## src/rtl/pcid_tlb_pkg.sv

```systemverilog
package pcid_tlb_pkg;

   localparam int CTX_W    = 12;
   localparam int PG_SHIFT = 12;
   localparam int LVL_BITS = 9;

   typedef enum logic [1:0] {
      PG_4K = 2'd0,
      PG_2M = 2'd1,
      PG_1G = 2'd2
   } pg_size_e;

   typedef enum logic [1:0] {
      SCOPE_ADDR     = 2'd0,
      SCOPE_CTX      = 2'd1,
      SCOPE_ALL      = 2'd2,
      SCOPE_ALL_KEEP = 2'd3
   } scope_e;

endpackage

```

## src/rtl/pcid_tlb_cmp.sv

```systemverilog
module pcid_tlb_cmp
   import pcid_tlb_pkg::*;
#(
   parameter int VPN_W = 36,
   parameter int PPN_W = 28
) (
   input  logic [VPN_W-1:0] ent_vpn,
   input  logic [1:0]       ent_size,
   input  logic [PPN_W-1:0] ent_ppn,
   input  logic [VPN_W-1:0] q_vpn,
   output logic             vpn_eq,
   output logic [PPN_W-1:0] xlat_ppn
);

   localparam int MID_W = LVL_BITS;
   localparam int BIG_W = 2 * LVL_BITS;

   logic [VPN_W-1:0] ign;

   always_comb begin
      unique case (ent_size)
         PG_2M:   ign = {{(VPN_W-MID_W){1'b0}}, {MID_W{1'b1}}};
         PG_1G:   ign = {{(VPN_W-BIG_W){1'b0}}, {BIG_W{1'b1}}};
         default: ign = '0;
      endcase
   end

   assign vpn_eq   = ((ent_vpn ^ q_vpn) & ~ign) == '0;
   assign xlat_ppn = (ent_ppn & ~ign[PPN_W-1:0]) | (q_vpn[PPN_W-1:0] & ign[PPN_W-1:0]);

endmodule

```

## src/rtl/pcid_tlb_check.sv

```systemverilog
module pcid_tlb_check
   import pcid_tlb_pkg::*;
#(
   parameter int VA_BITS = 48
) (
   input  logic [63:0]              op_type,
   input  logic [127:0]             op_desc,
   input  logic                     pcid_en,
   output logic                     fault,
   output logic [1:0]               scope,
   output logic [CTX_W-1:0]         op_pcid,
   output logic [VA_BITS-PG_SHIFT-1:0] op_vpn
);

   localparam int HI_LO = 64 + VA_BITS - 1;

   logic [127-HI_LO:0] hi_bits;
   logic bad_sel, rsvd_set, non_canon, ctx_forbidden;
   logic unused_desc;

   assign hi_bits       = op_desc[127:HI_LO];
   assign bad_sel       = |op_type[63:2];
   assign rsvd_set      = |op_desc[63:CTX_W];
   assign non_canon     = !((&hi_bits) || (~|hi_bits));
   assign scope         = op_type[1:0];
   assign op_pcid       = op_desc[CTX_W-1:0];
   assign op_vpn        = op_desc[64+VA_BITS-1:64+PG_SHIFT];
   assign ctx_forbidden = !pcid_en && !scope[1] && (|op_pcid);
   assign unused_desc   = ^op_desc[64+PG_SHIFT-1:64];

   assign fault = bad_sel | rsvd_set | ctx_forbidden
                | ((scope == SCOPE_ADDR) && non_canon);

endmodule

```

## src/rtl/pcid_tlb.sv

```systemverilog
module pcid_tlb
   import pcid_tlb_pkg::*;
#(
   parameter int ENTRIES = 8,
   parameter int VA_BITS = 48,
   parameter int PPN_W   = 28
) (
   input  logic               clk,
   input  logic               rst_n,
   input  logic               pcid_en,
   input  logic               lk_valid,
   input  logic [63:0]        lk_addr,
   input  logic [11:0]        lk_pcid,
   output logic               lk_hit,
   output logic [PPN_W-1:0]   lk_ppn,
   input  logic               fl_valid,
   input  logic [63:0]        fl_addr,
   input  logic [11:0]        fl_pcid,
   input  logic               fl_global,
   input  logic [1:0]         fl_size,
   input  logic [PPN_W-1:0]   fl_ppn,
   input  logic               inv_valid,
   input  logic [63:0]        inv_type,
   input  logic [127:0]       inv_desc,
   output logic               busy,
   output logic               inv_done,
   output logic               inv_fault
);

   localparam int IDX_W = $clog2(ENTRIES);
   localparam int VPN_W = VA_BITS - PG_SHIFT;
   localparam logic [IDX_W-1:0] LAST = IDX_W'(ENTRIES - 1);

   // elaboration-time parameter checks
   if (ENTRIES < 2) begin : g_bad_entries
      $error("pcid_tlb: ENTRIES must be at least 2");
   end
   if (VA_BITS < 40 || VA_BITS > 63) begin : g_bad_va
      $error("pcid_tlb: VA_BITS out of range");
   end
   if (PPN_W < 2 * LVL_BITS + 1 || PPN_W > VPN_W) begin : g_bad_ppn
      $error("pcid_tlb: PPN_W must cover a 1 GiB offset and fit in VPN_W");
   end

   // slot storage
   logic [ENTRIES-1:0] v_q, g_q;
   logic [CTX_W-1:0]   ctx_q [ENTRIES];
   logic [VPN_W-1:0]   vpn_q [ENTRIES];
   logic [1:0]         sz_q  [ENTRIES];
   logic [PPN_W-1:0]   ppn_q [ENTRIES];

   // sweep state
   logic              busy_q, done_q, fault_q, en_q;
   logic [IDX_W-1:0]  idx_q, vptr_q;
   logic [1:0]        scope_q;
   logic [CTX_W-1:0]  opctx_q;
   logic [VPN_W-1:0]  opvpn_q;

   logic unused_addr;
   assign unused_addr = ^{lk_addr[63:VA_BITS], lk_addr[PG_SHIFT-1:0],
                          fl_addr[63:VA_BITS], fl_addr[PG_SHIFT-1:0]};

   // lookup path
   logic [VPN_W-1:0]   lk_vpn;
   logic [CTX_W-1:0]   lk_ctx;
   logic [ENTRIES-1:0] lk_vec;
   logic [PPN_W-1:0]   lk_xl [ENTRIES];

   assign lk_vpn = lk_addr[VA_BITS-1:PG_SHIFT];
   assign lk_ctx = pcid_en ? lk_pcid : '0;

   for (genvar i = 0; i < ENTRIES; i++) begin : g_slot
      logic eq;
      pcid_tlb_cmp #(.VPN_W(VPN_W), .PPN_W(PPN_W)) u_cmp (
         .ent_vpn  (vpn_q[i]),
         .ent_size (sz_q[i]),
         .ent_ppn  (ppn_q[i]),
         .q_vpn    (lk_vpn),
         .vpn_eq   (eq),
         .xlat_ppn (lk_xl[i])
      );
      assign lk_vec[i] = v_q[i] && (g_q[i] || ctx_q[i] == lk_ctx) && eq;
   end

   always_comb begin
      lk_ppn = '0;
      for (int i = ENTRIES - 1; i >= 0; i--) begin
         if (lk_vec[i]) lk_ppn = lk_xl[i];
      end
   end

   assign lk_hit = lk_valid && !busy_q && (|lk_vec);

   // fill slot choice
   logic             fl_go, has_free;
   logic [IDX_W-1:0] fl_slot;

   assign fl_go = fl_valid && !busy_q;

   always_comb begin
      has_free = 1'b0;
      fl_slot  = vptr_q;
      for (int i = ENTRIES - 1; i >= 0; i--) begin
         if (!v_q[i]) begin
            has_free = 1'b1;
            fl_slot  = IDX_W'(i);
         end
      end
   end

   // request check
   logic             chk_fault;
   logic [1:0]       chk_scope;
   logic [CTX_W-1:0] chk_ctx;
   logic [VPN_W-1:0] chk_vpn;
   logic             inv_go;

   pcid_tlb_check #(.VA_BITS(VA_BITS)) u_check (
      .op_type (inv_type),
      .op_desc (inv_desc),
      .pcid_en (pcid_en),
      .fault   (chk_fault),
      .scope   (chk_scope),
      .op_pcid (chk_ctx),
      .op_vpn  (chk_vpn)
   );

   assign inv_go = inv_valid && !busy_q;

   // sweep compare on the visited slot
   logic             sw_eq, sw_hit, sw_ctx_ok;
   logic [PPN_W-1:0] sw_xl_unused;

   pcid_tlb_cmp #(.VPN_W(VPN_W), .PPN_W(PPN_W)) u_sweep_cmp (
      .ent_vpn  (vpn_q[idx_q]),
      .ent_size (sz_q[idx_q]),
      .ent_ppn  (ppn_q[idx_q]),
      .q_vpn    (opvpn_q),
      .vpn_eq   (sw_eq),
      .xlat_ppn (sw_xl_unused)
   );

   assign sw_ctx_ok = en_q || (ctx_q[idx_q] == '0);

   always_comb begin
      unique case (scope_q)
         SCOPE_ADDR: sw_hit = !g_q[idx_q] && ctx_q[idx_q] == opctx_q && sw_eq;
         SCOPE_CTX:  sw_hit = !g_q[idx_q] && ctx_q[idx_q] == opctx_q;
         SCOPE_ALL:  sw_hit = 1'b1;
         default:    sw_hit = !g_q[idx_q];
      endcase
   end

   // control and valid bits
   always_ff @(posedge clk or negedge rst_n) begin
      if (!rst_n) begin
         v_q     <= '0;
         busy_q  <= 1'b0;
         done_q  <= 1'b0;
         fault_q <= 1'b0;
         en_q    <= 1'b0;
         idx_q   <= '0;
         vptr_q  <= '0;
         scope_q <= SCOPE_ALL;
         opctx_q <= '0;
         opvpn_q <= '0;
      end else begin
         done_q  <= 1'b0;
         fault_q <= 1'b0;
         if (fl_go) begin
            v_q[fl_slot] <= 1'b1;
            if (!has_free) vptr_q <= (vptr_q == LAST) ? '0 : vptr_q + 1'b1;
         end
         if (inv_go) begin
            if (chk_fault) begin
               fault_q <= 1'b1;
            end else begin
               busy_q  <= 1'b1;
               idx_q   <= '0;
               scope_q <= chk_scope;
               opctx_q <= chk_ctx;
               opvpn_q <= chk_vpn;
               en_q    <= pcid_en;
            end
         end
         if (busy_q) begin
            if (sw_hit && sw_ctx_ok) v_q[idx_q] <= 1'b0;
            if (idx_q == LAST) begin
               busy_q <= 1'b0;
               done_q <= 1'b1;
            end else begin
               idx_q <= idx_q + 1'b1;
            end
         end
      end
   end

   // slot payload, no reset needed
   always_ff @(posedge clk) begin
      if (fl_go) begin
         g_q[fl_slot]   <= fl_global;
         ctx_q[fl_slot] <= pcid_en ? fl_pcid : '0;
         vpn_q[fl_slot] <= fl_addr[VA_BITS-1:PG_SHIFT];
         sz_q[fl_slot]  <= fl_size;
         ppn_q[fl_slot] <= fl_ppn;
      end
   end

   assign busy      = busy_q;
   assign inv_done  = done_q;
   assign inv_fault = fault_q;

   // assertions
   assert_no_hit_busy_R10: assert property (@(posedge clk) disable iff (!rst_n)
      busy |-> !lk_hit);
   assert_done_ends_sweep_R10: assert property (@(posedge clk) disable iff (!rst_n)
      inv_done |-> ($past(busy) && !busy));
   assert_sweep_only_clears_R10: assert property (@(posedge clk) disable iff (!rst_n)
      (busy && $past(busy)) |-> ((v_q & ~$past(v_q)) == '0));
   assert_fault_quiet_R3: assert property (@(posedge clk) disable iff (!rst_n)
      inv_fault |-> (!busy && !inv_done && $past(inv_valid && !busy)));
   assert_bad_sel_faults_R3: assert property (@(posedge clk) disable iff (!rst_n)
      (inv_valid && !busy && (|inv_type[63:2])) |=> inv_fault);
   assert_noncanon_faults_R4: assert property (@(posedge clk) disable iff (!rst_n)
      (inv_valid && !busy && inv_type == 64'd0 &&
       !((&inv_desc[127:64+VA_BITS-1]) || (~|inv_desc[127:64+VA_BITS-1]))) |=> inv_fault);

endmodule

```

## config.mk

```make
export PLATFORM = sky130hd
export DESIGN_NAME = pcid_tlb
export DESIGN_NICKNAME = d
export VERILOG_FILES = /design/src/rtl/pcid_tlb_pkg.sv /design/src/rtl/pcid_tlb_cmp.sv /design/src/rtl/pcid_tlb_check.sv /design/src/rtl/pcid_tlb.sv
export SDC_FILE = /design/constraint.sdc
export NUM_CORES = 1
export LEC_CHECK = 0
export BUFFER_PORTS_ARGS = -buffer_cell sky130_fd_sc_hd__buf_4
export CORE_MARGIN = 1
export CORE_UTILIZATION = 45
export CTS_CLUSTER_DIAMETER = 60
export CTS_CLUSTER_SIZE = 25
export DETAILED_ROUTE_END_ITERATION = 12
export GPL_ROUTABILITY_DRIVEN = 0
export PLACE_DENSITY_LB_ADDON = 0.15
export SLEW_MARGIN = 30
export SYNTH_ARGS = -nofsm -noshare
export SYNTH_HDL_FRONTEND = slang
export SYNTH_SLANG_ARGS = --single-unit
export TNS_END_PERCENT = 20
```

## constraint.sdc

```tcl
create_clock -name clk -period 15.05 [get_ports clk]
set_input_delay 2.2575 -clock clk [delete_from_list [all_inputs] [get_ports clk]]
set_output_delay 2.2575 -clock clk [all_outputs]
set_load 0.01 [all_outputs]
```

==> impl_results.md <==
* Slew Viols, Final at 0
* Hpwl dp at approximately 76000 µm
* Post-Syn Nets at 2871
* Core ar. at 0.07734 mm²
* CTS Buf Count at 61
* Gr usage total at 27.71%
* Max-Cap Viols at 0
* Area of the multi-input gates at 0.01375 mm²
* Postcts setup bufs at 0
* H-Tree Depth at 2
* CTS sink count at 700
* Area grow syn2layout at 16.34%
* RSZ-0062 raised after global routing: no
* Die Span X at ~280 µm
* FP Rows at ~100
* Count leader, synth: edfxtp_1
* Min cycle time layout at 9.406 ns
* Yosys cell types at 82
* Hold depth at 1
* Main synth FF type: edfxtp_1
* Hold_sp: opctx_q[4]
* Die H at 281.5 µm
* PD cells at approximately 170 mW/mm²
* Antenna-violating nets left at 0
* Post-synth EDFFs at 632
* Max Clk Rate at 106.3 MHz
* Largest net degree at the start of global routing at just under 80
* Non-Filler Instances at roughly 3800
* Setup_tns at 0 ns
* # hold bufs at CTS at 0
* Post_cts resized at 0
* Top cells by area, synth: edfxtp_1 (54%), mux4_2 (6.0%), xnor2_1 (5.8%)
* CP Class: in2out
* Critical-path maximum fanout at 76
* R2R Path End: v_q[6]
* WL/cell at about 29 µm
* Post-Syn Area at 0.03516 mm²
* Share of cells above drive strength 1 at 26.34%
* Register area at just over 0.02 mm²
* Mapped Cells at 2476
* Clk root buf: clkbuf_16
* Final hold vios at 0
* Synth async-reset ratio at 9.714%
* Final setup fails at 0
* Commonest cells in the netlist: edfxtp_1 (632), xnor2_1 (233), xor2_1 (151), mux2i_1 (142), mux2_2 (111)
* Number of remaining DRC errors at 0
* Worst Skew at roughly 0.035 ns
* Vias in the first global route at 23630
* WHS Endpoint: opctx_q[4]
* LEAKAGE at between 10 and 15 nW
* First-pass GRT wire length at 158900 µm
* Yosys warns at 0
* # fillers at 6471
* Initial DRT Pass Iterations at 5
* Buffers on Ports at 344
* Avg Cell Area, Syn at 14.20 µm²
* Routed Wire Length at 111400 µm
* Top cell type's share of synthesized area at 53.98%
* Fin crit share at 62.50%
* Dpl cells at 3724
* Vias per cell at 6.096
* Worst Tran Pin Value at 0.9886 ns
* Post-synth top area cell: edfxtp_1
* IO Pins at between 400 and 500
* Crit. Startpoint: pcid_en
* Initial antenna violation count at 9
* Placed Instance Area at around 0.039 mm²
* Clock Path Buffers at 3
* Crit end category: output pin
* Reg2Reg Setup Slack at 9.80 ns
* CTS tree: done
* Outcome: finished clean
* Final instance area at about 0.041 mm²
* Worst min path class: reg2reg
* Synthesized flop and latch total at 700
* Crit path DAT at just over 7 ns
* Worst skew pair latency at 0.68 ns
* Seq/Total Area, Yosys at 58.82%
* Total gr overflow at 0
* Worst r2r src: idx_q[0]
* Iteration-0 DRC Markers at 2275
* Slew headroom at around a third
* Starting Density at 45.46%
* Peak supply drop at 0.1881 mV
* Die area at approximately 0.079 mm²
* Worst Path Required at 12.79 ns
* FF-to-FF path depth at 11
* Worst setup SP type: input pin
* Via count at 23410
* Reg clk slew, reported paths at 0.06 ns
* Nets at 3142
-- final cells by class --
class | count | area share (%)
Clock buffer | 63 | 3.750
Multi-Input combinational cell | 1571 | 33.62
Sequential cell | 700 | 50.59
Inverter | 35 | 0.3212
Tap cell | 1040 | 3.181
Antenna cell | 3 | 0.01835
Timing Repair Buffer | 378 | 6.946
Clock inverter | 51 | 1.572
-- cell families (layout without fill, tap and decap cells) --
group / after synthesis / after routing / synth area share (%)
multiplexers: 349 / 349 / 13.68
other: 0 / 3 / 0
AND/OR/NAND/NOR: 510 / 510 / 8.299
flip-flops: 700 / 700 / 58.82
buffers and inverters: 205 / 527 / 2.434
adder cells (fa/ha/maj): 14 / 14 / 0.4982
XOR/XNOR: 384 / 384 / 9.566
AO/OA/AOI/OAI: 314 / 314 / 6.701
-- layout by cell type (no fill, tap or decap), types with 17 or more instances in the layout --
cell | synthesis | final
a221oi_1 | 37 | 37
a22oi_1 | 17 | 17
mux2_2 | 111 | 111
inv_1 | 34 | 34
o22ai_1 | 22 | 22
a31oi_1 | 23 | 23
edfxtp_1 | 632 | 632
nor4bb_1 | 24 | 24
buf_4 | 0 | 377
a21oi_1 | 19 | 19
xor2_1 | 151 | 151
nor3b_1 | 20 | 20
nor2_1 | 82 | 74
mux4_2 | 94 | 94
nand3_1 | 17 | 17
o21ai_0 | 49 | 48
mux2i_1 | 142 | 142
clkbuf_16 | 0 | 61
nand4_1 | 89 | 89
nand2_1 | 79 | 79
nor2b_1 | 22 | 22
xnor2_1 | 233 | 233
dfrtp_1 | 67 | 64
a32oi_1 | 20 | 20
nor3_1 | 30 | 30
a211oi_1 | 23 | 23
nor4_1 | 74 | 72
-- worst max path at each step --
stage / end / cells after the start
final: lk_ppn[15] / 12
after global routing: lk_ppn[15] / 12
after CTS: lk_hit / 12
after detailed placement: lk_hit / 12
after global placement: lk_hit / 12
after floorplan: lk_ppn[10] / 11
-- registers in the layout, summed over array words and instances, names as in the netlist --
name	cells
scope_q	2
v_q	8
opctx_q	12
ppn_q	224
ctx_q	96
sz_q	16
vptr_q	3
idx_q	3
busy	1
opvpn_q	36
vpn_q	288
en_q	1
inv_done	1
g_q	8
inv_fault	1
-- worst max-delay path, stage by stage --
cell and delay [ns]:
buf_4 0.61, inv_1 0.66, o32ai_1 0.49, a41oi_1 0.43, a2111oi_2 0.36, buf_4 0.59, nor2b_1 0.28, buf_4 0.27
a221oi_1 0.27, a221oi_1 0.13, o22ai_1 0.45, buf_4 0.22
-- layer usage --
layer / wire (µm) / track usage, % / part of all wire [%]
met1: 43960 / 35.26 / 39
met4: 3930 / 9.950 / 3.5
met2: 54820 / 47.13 / 49
met5: 96 / 0 / 0.086
met3: 8611 / 5.245 / 7.7
-- metrics by stage --
step	hold slack, ns	setup slack [ns]	util [%]	total power [mW]
CTS	0.5367	5.708	52.87	7.130
finish	0.5316	5.644	52.89	7.104
global route	0.5456	5.419	52.89	7.358
global placement	0.5109	5.804	50.05	5.379
floorplan	0.4985	7.645	-	4.559
detailed placement	0.5191	5.721	50.05	5.435
-- report_power, final --
group	switching [mW]	internal (mW)	total, mW
sequential	0.381	2.98	3.36
clock	0.858	0.842	1.70
combinational	1.32	0.732	2.05
total	2.55	4.55	7.10
No activity file was read; power rests on OpenSTA's default activity.
